$ cat config.mk
export PLATFORM = sky130hd
export DESIGN_NAME = srclr_unit
export DESIGN_NICKNAME = d
export VERILOG_FILES = /design/src/rtl/srclr_pkg.sv /design/src/rtl/srclr_decode.sv /design/src/rtl/srclr_mask.sv /design/src/rtl/srclr_unit.sv
export SDC_FILE = /design/constraint.sdc
export NUM_CORES = 1
export LEC_CHECK = 0
export ABC_AREA = 1
export BUFFER_PORTS_ARGS = -buffer_cell sky130_fd_sc_hd__buf_4
export CAP_MARGIN = 40
export CORE_ASPECT_RATIO = 0.6
export CORE_MARGIN = 2
export CORE_UTILIZATION = 56
export CTS_CLUSTER_SIZE = 16
export DETAILED_ROUTE_END_ITERATION = 12
export PLACE_DENSITY = 0.92
export SETUP_SLACK_MARGIN = 0.3
export SLEW_MARGIN = 20
export SYNTH_ARGS = -nofsm -noshare
export SYNTH_HDL_FRONTEND = slang
export SYNTH_SLANG_ARGS = --single-unit
$ cat constraint.sdc
create_clock -name clk -period 2.3 [get_ports clk]
set_input_delay 0 -clock clk [delete_from_list [all_inputs] [get_ports clk]]
set_output_delay 0 -clock clk [all_outputs]
set_load 0.03 [all_outputs]
$ cat src/rtl/srclr_pkg.sv
package srclr_pkg;
    localparam int SR_W   = 32;
    localparam int IMM_W  = 15;
    localparam int CODE_W = 5;

    localparam int CARRY_IX = 2;
    localparam int IE_IX    = 1;
    localparam int VM_IX    = 13;
    localparam int UM_IX    = 14;

    localparam logic [5:0]        MAJOR_OP   = 6'b100101;
    localparam logic [5:0]        FUNC_CLR   = 6'b100010;
    localparam logic [IMM_W-1:0]  CARRY_ONLY = 15'h0004;
    localparam logic [CODE_W-1:0] CODE_PRIV  = 5'b00111;

    typedef struct packed {
        logic [SR_W-1:0]   sr;
        logic              pend;
        logic [SR_W-1:0]   pend_mask;
        logic [SR_W-1:0]   rd_data;
        logic              rd_valid;
        logic              exc;
        logic [CODE_W-1:0] exc_code;
    } srclr_state_t;
endpackage

$ cat src/rtl/srclr_decode.sv
module srclr_decode
    import srclr_pkg::*;
#(
    parameter bit MMU_EN   = 1'b1,
    parameter bit INSTR_EN = 1'b1
) (
    input  logic             op_valid,
    input  logic [5:0]       op_major,
    input  logic [5:0]       op_func,
    input  logic [IMM_W-1:0] imm,
    input  logic             user_mode,
    output logic             hit,
    output logic             priv_fault
);
    logic match;

    always_comb begin
        match      = op_valid && (op_major == MAJOR_OP) && (op_func == FUNC_CLR);
        hit        = INSTR_EN && match;
        priv_fault = hit && MMU_EN && user_mode && (imm != CARRY_ONLY);
    end
endmodule

$ cat src/rtl/srclr_mask.sv
module srclr_mask
    import srclr_pkg::*;
#(
    parameter bit MMU_EN = 1'b1
) (
    input  logic [IMM_W-1:0] imm,
    output logic [SR_W-1:0]  clr_mask
);
    localparam int CLR_BITS = MMU_EN ? IMM_W : IMM_W - 1;

    for (genvar i = 0; i < SR_W; i++) begin : g_bit
        if (i < CLR_BITS) begin : g_live
            assign clr_mask[i] = imm[i];
        end else begin : g_fixed
            assign clr_mask[i] = 1'b0;
        end
    end
endmodule

$ cat src/rtl/srclr_unit.sv
module srclr_unit
    import srclr_pkg::*;
#(
    parameter bit MMU_EN   = 1'b1,
    parameter bit INSTR_EN = 1'b1
) (
    input  logic              clk,
    input  logic              rst,
    input  logic              op_valid,
    input  logic [5:0]        op_major,
    input  logic [5:0]        op_func,
    input  logic [IMM_W-1:0]  imm,
    input  logic              wr_en,
    input  logic [SR_W-1:0]   wr_data,
    output logic              rd_valid,
    output logic [SR_W-1:0]   rd_data,
    output logic              exc_pulse,
    output logic [CODE_W-1:0] exc_code,
    output logic              carry_o,
    output logic              ie_o
);
    localparam logic [SR_W-1:0] CARRY_BIT = SR_W'(1) << CARRY_IX;

    srclr_state_t    st_q, st_d;
    logic            hit, priv_fault;
    logic [SR_W-1:0] clr_mask;
    logic [SR_W-1:0] base;

    srclr_decode #(.MMU_EN(MMU_EN), .INSTR_EN(INSTR_EN)) u_decode (
        .op_valid   (op_valid),
        .op_major   (op_major),
        .op_func    (op_func),
        .imm        (imm),
        .user_mode  (st_q.sr[UM_IX]),
        .hit        (hit),
        .priv_fault (priv_fault)
    );

    srclr_mask #(.MMU_EN(MMU_EN)) u_mask (
        .imm      (imm),
        .clr_mask (clr_mask)
    );

    always_comb begin
        st_d           = st_q;
        st_d.rd_valid  = 1'b0;
        st_d.exc       = 1'b0;
        st_d.pend      = 1'b0;
        st_d.pend_mask = '0;
        base = st_q.pend ? (st_q.sr & ~st_q.pend_mask) : st_q.sr;
        if (wr_en) begin
            base = wr_data;
        end
        if (hit) begin
            if (priv_fault) begin
                st_d.exc      = 1'b1;
                st_d.exc_code = CODE_PRIV;
            end else begin
                st_d.rd_data   = st_q.sr;
                st_d.rd_valid  = 1'b1;
                base           = base & ~(clr_mask & CARRY_BIT);
                st_d.pend_mask = clr_mask & ~CARRY_BIT;
                st_d.pend      = |(clr_mask & ~CARRY_BIT);
            end
        end
        st_d.sr = base;
    end

    always_ff @(posedge clk) begin
        if (rst) begin
            st_q <= '0;
        end else begin
            st_q <= st_d;
        end
    end

    assign rd_valid  = st_q.rd_valid;
    assign rd_data   = st_q.rd_data;
    assign exc_pulse = st_q.exc;
    assign exc_code  = st_q.exc_code;
    assign carry_o   = st_q.sr[CARRY_IX];
    assign ie_o      = st_q.sr[IE_IX] & ~(st_q.pend & st_q.pend_mask[IE_IX]);

    // an accepted, non-faulting operation returns a value next cycle
    a_r2_read_back: assert property (@(posedge clk) disable iff (rst)
        (hit && !priv_fault) |=> rd_valid);

    // carry clear is visible in the very next cycle
    a_r4_carry_now: assert property (@(posedge clk) disable iff (rst)
        (hit && !priv_fault && clr_mask[CARRY_IX] && !wr_en) |=> !carry_o);

    // interrupts are blocked from the next cycle on
    a_r5_ie_blocked: assert property (@(posedge clk) disable iff (rst)
        (hit && !priv_fault && clr_mask[IE_IX]) |=> !ie_o);

    // a fault returns no value and leaves the register alone
    a_r6_fault_quiet: assert property (@(posedge clk) disable iff (rst)
        exc_pulse |-> !rd_valid);
    a_r6_fault_stable: assert property (@(posedge clk) disable iff (rst)
        (priv_fault && !wr_en && !st_q.pend) |=> $stable(st_q.sr));

    // the operation never touches the upper status bits
    a_r3_upper_kept: assert property (@(posedge clk) disable iff (rst)
        !wr_en |=> (st_q.sr[SR_W-1:IMM_W] == $past(st_q.sr[SR_W-1:IMM_W])));
endmodule

======== Word-level counts from Yosys, hierarchy flattened ========
Index checks and enable logic that the tools add are counted.
storage, ports and cells
  bits in registers ....................... 100
  input bits .............................. 63
  output and inout port bits .............. 41
  logic and storage cells ................. 35
cells by class
  eq/ne operators ......................... 3
  muxes and demuxes ....................... 6
  bitwise logic cells ..................... 9
  reductions and logical operators ........ 9
operators by type and width
  operator             number
  $mux 32              4
  $and 32x32->32       2
  $not 3->32           1
  $not 32->32          1
  $ne 15x3->1 const B  1
  $reduce_or 14->1     1
  $eq 6x6->1 const B   2
  $mux 6               1
  $logic_and 1x1->1    4
  $reduce_and 2->1     2
  $not 1->1            3
  $reduce_or 3->1      1
  $and 1x1->1          2
  $reduce_or 2->1      1
  $mux 1               1

======== Longest topological paths before layout ========
Gate-level depths: netlist (run 1).
  depth in word-level cells ............... 7
  gate-level depth with buffers ........... 11
  mapped depth without buffers ............ 10

======== By module ========
From an unflattened synthesis (run 1), not the netlist that was laid out.
unflattened totals
  cells, all modules ...................... 563
  area, all modules ....................... 4,174.0 µm²
modules (own cells, without submodules)
  module        times used  cells an instance  area each (µm²)  seq. area each (µm²)
  srclr_unit    1           492                3,773.6          1,981.9
  srclr_mask    1           33                 244.0            0.0
  srclr_decode  1           38                 156.4            0.0

======== Worst setup path after synthesis (run 1) ========
No wires, ideal clock.
  path kind ............................... flip-flop to flip-flop
  from .................................... reg st_q[71] (netlist name)
  to ...................................... reg st_q[73] (netlist name)
  library setup time ...................... 0.065 ns
  arrival time ............................ 1.031 ns
  required time ........................... 2.235 ns
  setup slack ............................. 1.203 ns
  cell stages (with the launch flop) ...... 4
  path buffers ............................ 0
  period minus slack after synthesis ...... 1.097 ns
  cells stage by stage .................... dfxtp_1 a21oi_1 nor2_1 nor2_1
on the way
  word-level cells in the longest chain between the ends .. 5
ends and longest elaborated chain
  element                 RTL line          text
  from (decl)             srclr_unit.sv:24  srclr_state_t st_q, st_d;
  from (signal assigned)  srclr_unit.sv:73  st_q <= st_d;
  $mux 32 (*)             srclr_unit.sv:50  base = st_q.pend ? (st_q.sr & ~st_q.pend_mask) : st_q.sr;
  $mux 32 (*)             srclr_unit.sv:51  if (wr_en) begin
  $and 32x32->32          srclr_unit.sv:61  base = base & ~(clr_mask & CARRY_BIT);
  $mux 32                 srclr_unit.sv:55  if (priv_fault) begin
  $mux 32 (*)             srclr_unit.sv:54  if (hit) begin
Every way passes the cells marked *; elsewhere a longest branch is shown, timed or not.
A chain may end at the register's enable or synchronous reset.

==> impl_metrics.env, run 1 <==
export IMPL_synth_area_leader_cell="dfxtp_1"
export IMPL_row_count=22
export IMPL_synthAdderAreaFrac_pct=0
export IMPL_synth_simple_area_share_pct=27.6
export IMPL_fin_skew_ps=11.5
export IMPL_clk_pin_slew_worst_paths_ps=80
export IMPL_syn_avg_cell_area_sq_um=7.18
export IMPL_setup_viol_count_final=0
export IMPL_nFillCells=410
export IMPL_period_minus_slack_ps=1820
export IMPL_port_buffer_count=101
export IMPL_grt_overflow=0
export IMPL_synth_cell_type_count=23
export IMPL_drtPass1Iterations=5
export IMPL_fin_util_pct=79.1
export IMPL_num_antenna_cells=0
export IMPL_hold_violations=0
export IMPL_start_util_pct=58.6
export IMPL_rsz0062_at_grt="no"
export IMPL_syn_cell_area_sq_um=3630
export IMPL_critPathCaptureType="register"
export IMPL_required_ps=2540
export IMPL_grt_max_degree=36
export IMPL_cts_max_level=3
export IMPL_yosys_warnings=0
export IMPL_die_area_sq_um=7170
export IMPL_nets=680
export IMPL_yosys_area_share_xor_xnor_pct=0
export IMPL_final_max_slew_viol_count=0
export IMPL_area_delta_synth_final_pct=34.8
export IMPL_power_density_nw_per_um2=608
export IMPL_drc_errors=0
export IMPL_synth_seq_cells=82
export IMPL_critPathArrivalTime_ps=2060
export IMPL_startpoint_type="input pin"
export IMPL_routed_via_count=3532
export IMPL_hp_class="in -> reg"
export IMPL_grt_pass1_wl_mm=15.2
export IMPL_critPathMaxFanout=30
export IMPL_clockBufferDepth=2
export IMPL_clock_fmax_mhz=549
export IMPL_hpwl_mm=5.90
export IMPL_ys_flop_type="dfxtp_1"
export IMPL_clock_tree_root_cell="clkbuf_8"
export IMPL_max_cap_violations=0
export IMPL_drt_initial_drc_count=237
export IMPL_die_width_um=108
export IMPL_p_leak_nw=2.26
export IMPL_cts_sinks=82
export IMPL_fin_crit_sh_pct=79.2
export IMPL_synth_async_reset_ratio_pct=0
export IMPL_first_global_vias=3415
export IMPL_worstSetupPathType="in -> reg"
export IMPL_ant_nets=0
export IMPL_routed_via_density=5.00
export IMPL_cts_tree="built"
export IMPL_ys_seq_area_share_pct=45.2
export IMPL_status="finished, final reports clean"
export IMPL_fin_setup_tns_ps=0
export IMPL_coreArea_sq_um=6190
export IMPL_routabilityCongestion=0.867
export IMPL_insertion_delay_ps=350
export IMPL_synth_mux_area_fraction_pct=0
export IMPL_synth_top_area_share_pct=45.2
export IMPL_irDropWorstVdd_mv=0.364
export IMPL_cts_made_buffers=9
export IMPL_synth_edf_count=0
export IMPL_netlist_instances=506
export IMPL_drt_total_wl_mm=9.48
export IMPL_wl_per_cell_um=13.4
export IMPL_grt_util_all_layers_pct=27.4
export IMPL_grt_antenna_before_repair=0
export IMPL_ioPinCount=104
export IMPL_synth_top_family_by_area="simple AND/OR/NAND/NOR gates"
export IMPL_synth_area_leaders="dfxtp_1, nor2_1, buf_4"
export IMPL_synth_compound_area_share_pct=9.75
export IMPL_layout_drive_gt1_share_pct=22.8
export IMPL_die_h_um=66.4
[cell type report]
type	instances	area, sq um	area share [%]
Sequential cell	82	1640	33.5
Multi-Input combinational cell	304	1370	27.9
Timing Repair Buffer	160	1330	27.2
Inverter	60	226	4.62
Clock buffer	11	141	2.89
Tap cell	84	105	2.15
Clock inverter	5	86.3	1.76
[through the flow]
stage                     setup WS [ps]  std cells  area (sq um)  power (mW)  hold WS, ps
after floorplan                    1200        507          3640        1.64         69.1
after global placement              744        637          4140        1.75          195
after detailed placement            625        637          4140        1.76          195
after CTS                           424        705          4890        2.98         2.16
after global routing                355        706          4900        3.07         20.7
final                               479        706          4900        2.98         22.4
[kinds of logic after synthesis]
logic type | count (synthesis)
buf+inv | 121
simple gates | 234
flops | 82
compound gates | 68
other cells | 1
[worst paths after layout]
kind              slack, ps  depth (start not counted)  startpoint  endpoint
setup / recovery        480                          7         rst  st_q[85]
hold / removal           20                          3       wr_en  st_q[86]
setup reg to reg        660                          4    st_q[71]  st_q[80]
hold reg to reg         460                          2    st_q[87]  st_q[87]
[routing by layer]
| layer | share of wire (%) | global-route usage [%] | wire length (um) | vias up |
|---|---|---|---|---|
| li1 | - | - | - | 1742 |
| met1 | 44 | 32.6 | 4160 | 1616 |
| met2 | 48 | 48.6 | 4550 | 154 |
| met3 | 6.2 | 6.21 | 586 | 20 |
| met4 | 2.0 | 10.4 | 191 | 0 |
| met5 | 0 | 0 | 0 | - |
[cells in the mapped netlist (2+ instances only)]
cell type  instances
a21oi_1           33
buf_1              3
buf_2              5
buf_4             37
buf_6              4
clkbuf_1          12
dfxtp_1           82
inv_1             60
nand2_1           72
nand3_1           38
nand3_2            2
nor2_1           104
nor2_2            11
nor2_4             2
o21ai_0           33
[power breakdown]
| part | internal (mW) | total, mW | switching [mW] |
|---|---|---|---|
| Combinational | 0.177 | 0.340 | 0.163 |
| Sequential | 1.46 | 1.47 | 0.0171 |
| Clock | 0.649 | 1.16 | 0.513 |
[placed cells by master (no fill, tap or decap), drive strengths merged]
| cell type | count |
|---|---|
| dfxtp | 82 |
| nand2 | 73 |
| clkinv | 3 |
| dlygate4sd3 | 52 |
| inv | 60 |
| buf | 108 |
| nor3 | 1 |
| bufinv | 2 |
| nor2 | 117 |
| nand3 | 40 |
| o21ai | 33 |
| a21oi | 34 |
| nand4 | 1 |
| conb | 2 |
| and2 | 1 |
| nor3b | 1 |
| o211ai | 1 |
| clkbuf | 11 |
[worst max-delay path, cell delays in order]
cell and delay, ps:
dlygate4sd3_1 540, buf_4 130, clkinv_2 330, buf_4 350, o21ai_0 100, nor2_1 60
dlygate4sd3_1 550
[what timing repair did]
| action | CTS | global route |
|---|---|---|
| endpoints found under the hold margin | 49 | 0 |
| endpoints found under the setup margin | 0 | 22 |
| resized for setup | 0 | 1 |
| setup buffers | 0 | 1 |
| hold buffers | 52 | 0 |
[sequential cells by signal, indices dropped and copies added, names as in the netlist]
register	cells
rd_data	32
exc_code	1
exc_pulse	1
carry_o	1
st_q	46
rd_valid	1
Note: power is estimated with default switching activity, not from simulation.
==> run 2: changes to the inputs <==
- CORE_UTILIZATION: 56 -> 47
- PLACE_DENSITY: 0.92 -> 0.83
- clock period: 2.3 -> 1.5 ns (I/O delays scaled with it)
==> run 2 against run 1 <==
Critical path depth is 5 lower; setup slack lost 180 ps; register-to-register slack got worse by 290 ps; sequential cell count is the same; critical path type is now reg -> out; critical endpoint is now ie_o.
==> impl_metrics.env, run 2 (synthesized netlist as in run 1, its figures left out) <==
export IMPL_largest_reg_flops=46
export IMPL_hold_violations=0
export IMPL_critPathCaptureType="output pin"
export IMPL_clk_pin_slew_worst_paths_ps=60
export IMPL_cts_tree="built"
export IMPL_clock_fmax_mhz=832
export IMPL_clock_power_share_pct=43.8
export IMPL_drt_total_wl_mm=9.77
export IMPL_mostFrequentLayoutCells="buf_4, nor2_1, dfxtp_1, nand2_1, inv_1"
export IMPL_min_path_cells=3
export IMPL_setup_slack_ps=298
export IMPL_irDropWorstVdd_mv=0.539
export IMPL_die_width_um=117
export IMPL_routabilityCongestion=0.856
export IMPL_power_frac_comb_pct=10.3
export IMPL_clockBufferDepth=2
export IMPL_p_leak_nw=2.31
export IMPL_drtPass1Iterations=5
export IMPL_num_antenna_cells=0
export IMPL_die_h_um=72.1
export IMPL_clock_tree_root_cell="clkbuf_16"
export IMPL_drc_errors=0
export IMPL_min_from="wr_en"
export IMPL_critPathArrivalTime_ps=1200
export IMPL_grt_max_degree=50
export IMPL_power_internal_mw=3.74
export IMPL_routed_via_density=4.85
export IMPL_worstSetupPathType="reg -> out"
export IMPL_start_util_pct=49.2
export IMPL_ant_nets=0
export IMPL_grt_util_all_layers_pct=23.1
export IMPL_insertion_delay_ps=340
export IMPL_final_max_slew_viol_count=0
export IMPL_status="finished, final reports clean"
export IMPL_ioPinCount=104
export IMPL_hp_class="in -> reg"
export IMPL_port_buffer_count=101
export IMPL_p_sw_share_pct=24.0
export IMPL_period_minus_slack_ps=1200
export IMPL_area_delta_synth_final_pct=39.2
export IMPL_startpoint_type="register"
export IMPL_r2r_end="rd_data[0]"
export IMPL_hold_end="st_q[78]"
export IMPL_wl_per_cell_um=13.5
export IMPL_grt_overflow=0
export IMPL_cts_sinks=82
export IMPL_cts_max_level=3
export IMPL_stdcell_area_sq_um=5060
export IMPL_fin_setup_tns_ps=0
export IMPL_cts_made_buffers=9
export IMPL_sequentialPowerShare_pct=46.0
export IMPL_hpwl_mm=6.29
export IMPL_first_global_vias=3448
export IMPL_place_area_sq_um=4210
export IMPL_rsz0062_at_grt="yes"
export IMPL_routed_via_count=3514
export IMPL_reg2reg_depth=7
export IMPL_coreArea_sq_um=7390
export IMPL_row_count=24
export IMPL_reg2reg_slack_ps=370
export IMPL_switchingPower_mw=1.18
export IMPL_r2r_start="st_q[86]"
export IMPL_largest_register="st_q"
export IMPL_required_ps=1500
export IMPL_grt_antenna_before_repair=0
export IMPL_mostFrequentLayoutCell="buf_4"
export IMPL_dp_slack_ps=235
export IMPL_max_cap_violations=0
export IMPL_critPathMaxFanout=14
export IMPL_nets=678
export IMPL_setup_viol_count_final=0
export IMPL_power_density_nw_per_um2=973
export IMPL_grt_pass1_wl_mm=15.7
export IMPL_layout_drive_gt1_share_pct=25.0
export IMPL_cts_setup_buffers=0
export IMPL_fin_skew_ps=7.59
export IMPL_drt_initial_drc_count=286
export IMPL_die_area_sq_um=8470
export IMPL_fin_crit_sh_pct=80.1
run 2: critical path, cell delays in order (launching register included):
cell     delay (ps)
dfxtp_2         420
a21oi_2         250
buf_4           200
run 2: what timing repair did:
action / 4_1_cts / 5_1_grt
hold buffers: 47 / 0
cloned: 0 / 2
hold endpoints to repair: 48 / 0
endpoints found under the setup margin: 4 / 25
pin swaps: 0 / 5
gates resized for setup: 2 / 12
run 2: through the flow:
step           instances  total power [mW]  util [%]  hold WS, ps
2_1_floorplan        507              2.51         -         69.1
3_3_place_gp         659              2.69      56.9          193
3_5_place_dp         659              2.70      56.9          207
4_1_cts              722              4.93      67.4         7.45
5_1_grt              724              5.11      68.4         22.0
6_report             724              4.92      68.4         18.7
run 2: power groups by stage:
stage	clock network, mW	registers, mW	logic [mW]
global placement	0	2.31	0.384
finish	2.16	2.26	0.505
global route	2.28	2.27	0.557
floorplan	0	2.31	0.204
detailed placement	0	2.31	0.394
CTS	2.18	2.26	0.490
run 2: metal layers:
layer / part of all wire [%] / vias up / GRT usage, % / routed length (um)
met4: 1.7 / 0 / 6.96 / 166
li1: - / 1742 / - / -
met2: 47 / 142 / 40.7 / 4610
met5: 0 / - / 0 / 0
met1: 43 / 1611 / 28.0 / 4230
met3: 7.9 / 19 / 6.60 / 767
run 2: layout make-up:
| cell class | count | area [sq um] |
|---|---|---|
| Clock buffer | 11 | 253 |
| Clock inverter | 5 | 45.0 |
| Fill cell | 609 | 2330 |
| Inverter | 60 | 225 |
| Multi-Input combinational cell | 304 | 1380 |
| Sequential cell | 82 | 1650 |
| Tap cell | 104 | 130 |
| Timing Repair Buffer | 158 | 1380 |
run 2: worst max path at each step:
stage / start / slack [ps] / end / cells past startpoint
floorplan: st_q[71] / 400 / st_q[73] / 3
global placement: imm[13] / 300 / rd_data[1] / 9
detailed placement: imm[4] / 240 / rd_data[7] / 9
CTS: st_q[71] / 340 / ie_o / 2
global route: st_q[86] / 270 / rd_data[0] / 7
finish: st_q[71] / 300 / ie_o / 2
==> run 3: changes to the inputs <==
- clock period: 1.5 -> 1 ns (I/O delays scaled with it)
==> run 3 against run 2 <==
The run now ends with negative hold slack, negative setup slack left; largest power group unchanged; global-route usage rose by 2.1 points; sequential share of layout area fell by 3.5 points; die area did not move; count of clock-buffer cells in the layout fell by 1; largest cell class is now non-clock buffers; combinational power rose by 69%.
==> impl_metrics.env, run 3 (synthesized netlist as in run 1, its figures left out) <==
export IMPL_fin_crit_sh_pct=114
export IMPL_num_antenna_cells=0
export IMPL_routed_via_density=4.91
export IMPL_hpwl_mm=6.33
export IMPL_grt_util_all_layers_pct=25.1
export IMPL_nets=696
export IMPL_ant_nets=0
export IMPL_placed_cells_incl_taps=674
export IMPL_hold_violations=3
export IMPL_irDropWorstVdd_mv=0.863
export IMPL_cts_made_buffers=9
export IMPL_mostFrequentLayoutCell="nor2_1"
export IMPL_grt_max_degree=40
export IMPL_p_leak_nw=2.70
export IMPL_routed_via_count=3632
export IMPL_dp_slack_ps=-250
export IMPL_required_ps=1260
export IMPL_clockBufferDepth=2
export IMPL_hp_class="in -> reg"
export IMPL_power_density_nw_per_um2=1280
export IMPL_critPathArrivalTime_ps=1400
export IMPL_routed_top_layer="met4"
export IMPL_drtPass1Iterations=4
export IMPL_setup_slack_ps=-135
export IMPL_port_buffer_count=101
export IMPL_wl_met1_mm=4.87
export IMPL_status="complete, but fails checks"
export IMPL_drt_initial_drc_count=243
export IMPL_period_minus_slack_ps=1140
export IMPL_row_count=24
export IMPL_largest_reg_flops=46
export IMPL_drt_total_wl_mm=11.3
export IMPL_die_area_sq_um=8470
export IMPL_drc_errors=0
export IMPL_die_width_um=117
export IMPL_wl_met3_um=599
export IMPL_grt_antenna_before_repair=0
export IMPL_setup_viol_count_final=54
export IMPL_violations="negative hold slack, negative setup slack"
export IMPL_largest_register="st_q"
export IMPL_critPathCaptureType="register"
export IMPL_insertion_delay_ps=330
export IMPL_startpoint_type="register"
export IMPL_p_sw_share_pct=22.9
export IMPL_fin_hold_ws_ps=-21.1
export IMPL_ioPinCount=104
export IMPL_final_max_slew_viol_count=0
export IMPL_wl_per_cell_um=15.3
export IMPL_place_area_sq_um=4520
export IMPL_area_delta_synth_final_pct=60.3
export IMPL_wl_met2_mm=5.63
export IMPL_switchingPower_mw=1.71
export IMPL_sequentialPowerShare_pct=45.7
export IMPL_fin_skew_ps=5.17
export IMPL_fin_cells=739
export IMPL_cts_sinks=82
export IMPL_clock_fmax_mhz=881
export IMPL_mostFrequentLayoutCells="nor2_1, buf_4, nand2_1, inv_1, dfxtp_1"
export IMPL_power_frac_comb_pct=11.5
export IMPL_clock_power_share_pct=42.9
export IMPL_fin_util_pct=78.8
export IMPL_fin_setup_tns_ps=-3520
export IMPL_clock_tree_root_cell="clkbuf_16"
export IMPL_coreArea_sq_um=7390
export IMPL_rsz0062_at_grt="yes"
export IMPL_critPathMaxFanout=16
export IMPL_routabilityCongestion=0.847
export IMPL_cts_tree="built"
export IMPL_max_cap_violations=0
export IMPL_die_h_um=72.1
export IMPL_power_internal_mw=5.75
export IMPL_clk_pin_slew_worst_paths_ps=60
export IMPL_worstSetupPathType="reg -> reg"
export IMPL_grt_pass1_wl_mm=16.8
export IMPL_layout_drive_gt1_share_pct=45.2
export IMPL_first_global_vias=3522
export IMPL_stdcell_area_sq_um=5820
export IMPL_grt_overflow=0
export IMPL_finalPower_mw=7.46
export IMPL_cts_max_level=3
export IMPL_start_util_pct=49.2
run 3: cell count changes in the layout (fill, tap and decap cells not counted), sizes merged:
cell and change:
clkbuf -1, buf +30, bufinv +1, inv -2, dlygate4sd3 -12, clkinvlp -1
run 3: repair_timing:
item,CTS,global route
cloned,2,3
hold buffers,35,0
buffers inserted,7,5
hold endpoints to repair,40,0
setup endpoints to repair,104,115
pin swaps,36,35
resized for setup,120,29
run 3: path summary, 6_finish.rpt:
kind | startpoint | to | slack (ps) | cells past startpoint
setup / recovery | st_q[86] | rd_data[0] | -140 | 7
hold / removal | wr_data[10] | st_q[82] | -20 | 3
setup reg to reg | st_q[86] | rd_data[0] | -140 | 7
hold reg to reg | st_q[91] | st_q[91] | 460 | 2
run 3: worst max-delay path: stages, from the launching register on:
cell	delay (ps)
dfxtp_4	390
inv_4	50
nor2_4	90
nand2_4	100
buf_16	190
nand3_2	70
nand2_1	50
nor2_1	120
run 3: per-layer routing:
layer  GRT usage (%)  up-vias
li1                -     1781
met3            6.05       20
met4            7.76        0
met1            31.1     1707
met2            44.2      124
met5               0        -
run 3: final cells by class:
class | instances | area, sq um
fill | 504 | 1570
clock buffer | 10 | 239
inverter | 60 | 243
sequential | 82 | 1690
clock inverter | 3 | 41.3
tap | 104 | 130
timing repair buffer | 176 | 1770
multi-input combinational | 304 | 1710
run 3: power by group through the flow:
| stage | Clock [mW] | Combinational [mW] | Sequential (mW) |
|---|---|---|---|
| 2_1_floorplan | 0 | 0.327 | 3.46 |
| 3_3_place_gp | 0 | 0.652 | 3.46 |
| 3_5_place_dp | 0 | 0.671 | 3.47 |
| 4_1_cts | 3.19 | 0.807 | 3.40 |
| 5_1_grt | 3.35 | 0.931 | 3.41 |
| 6_report | 3.20 | 0.854 | 3.41 |
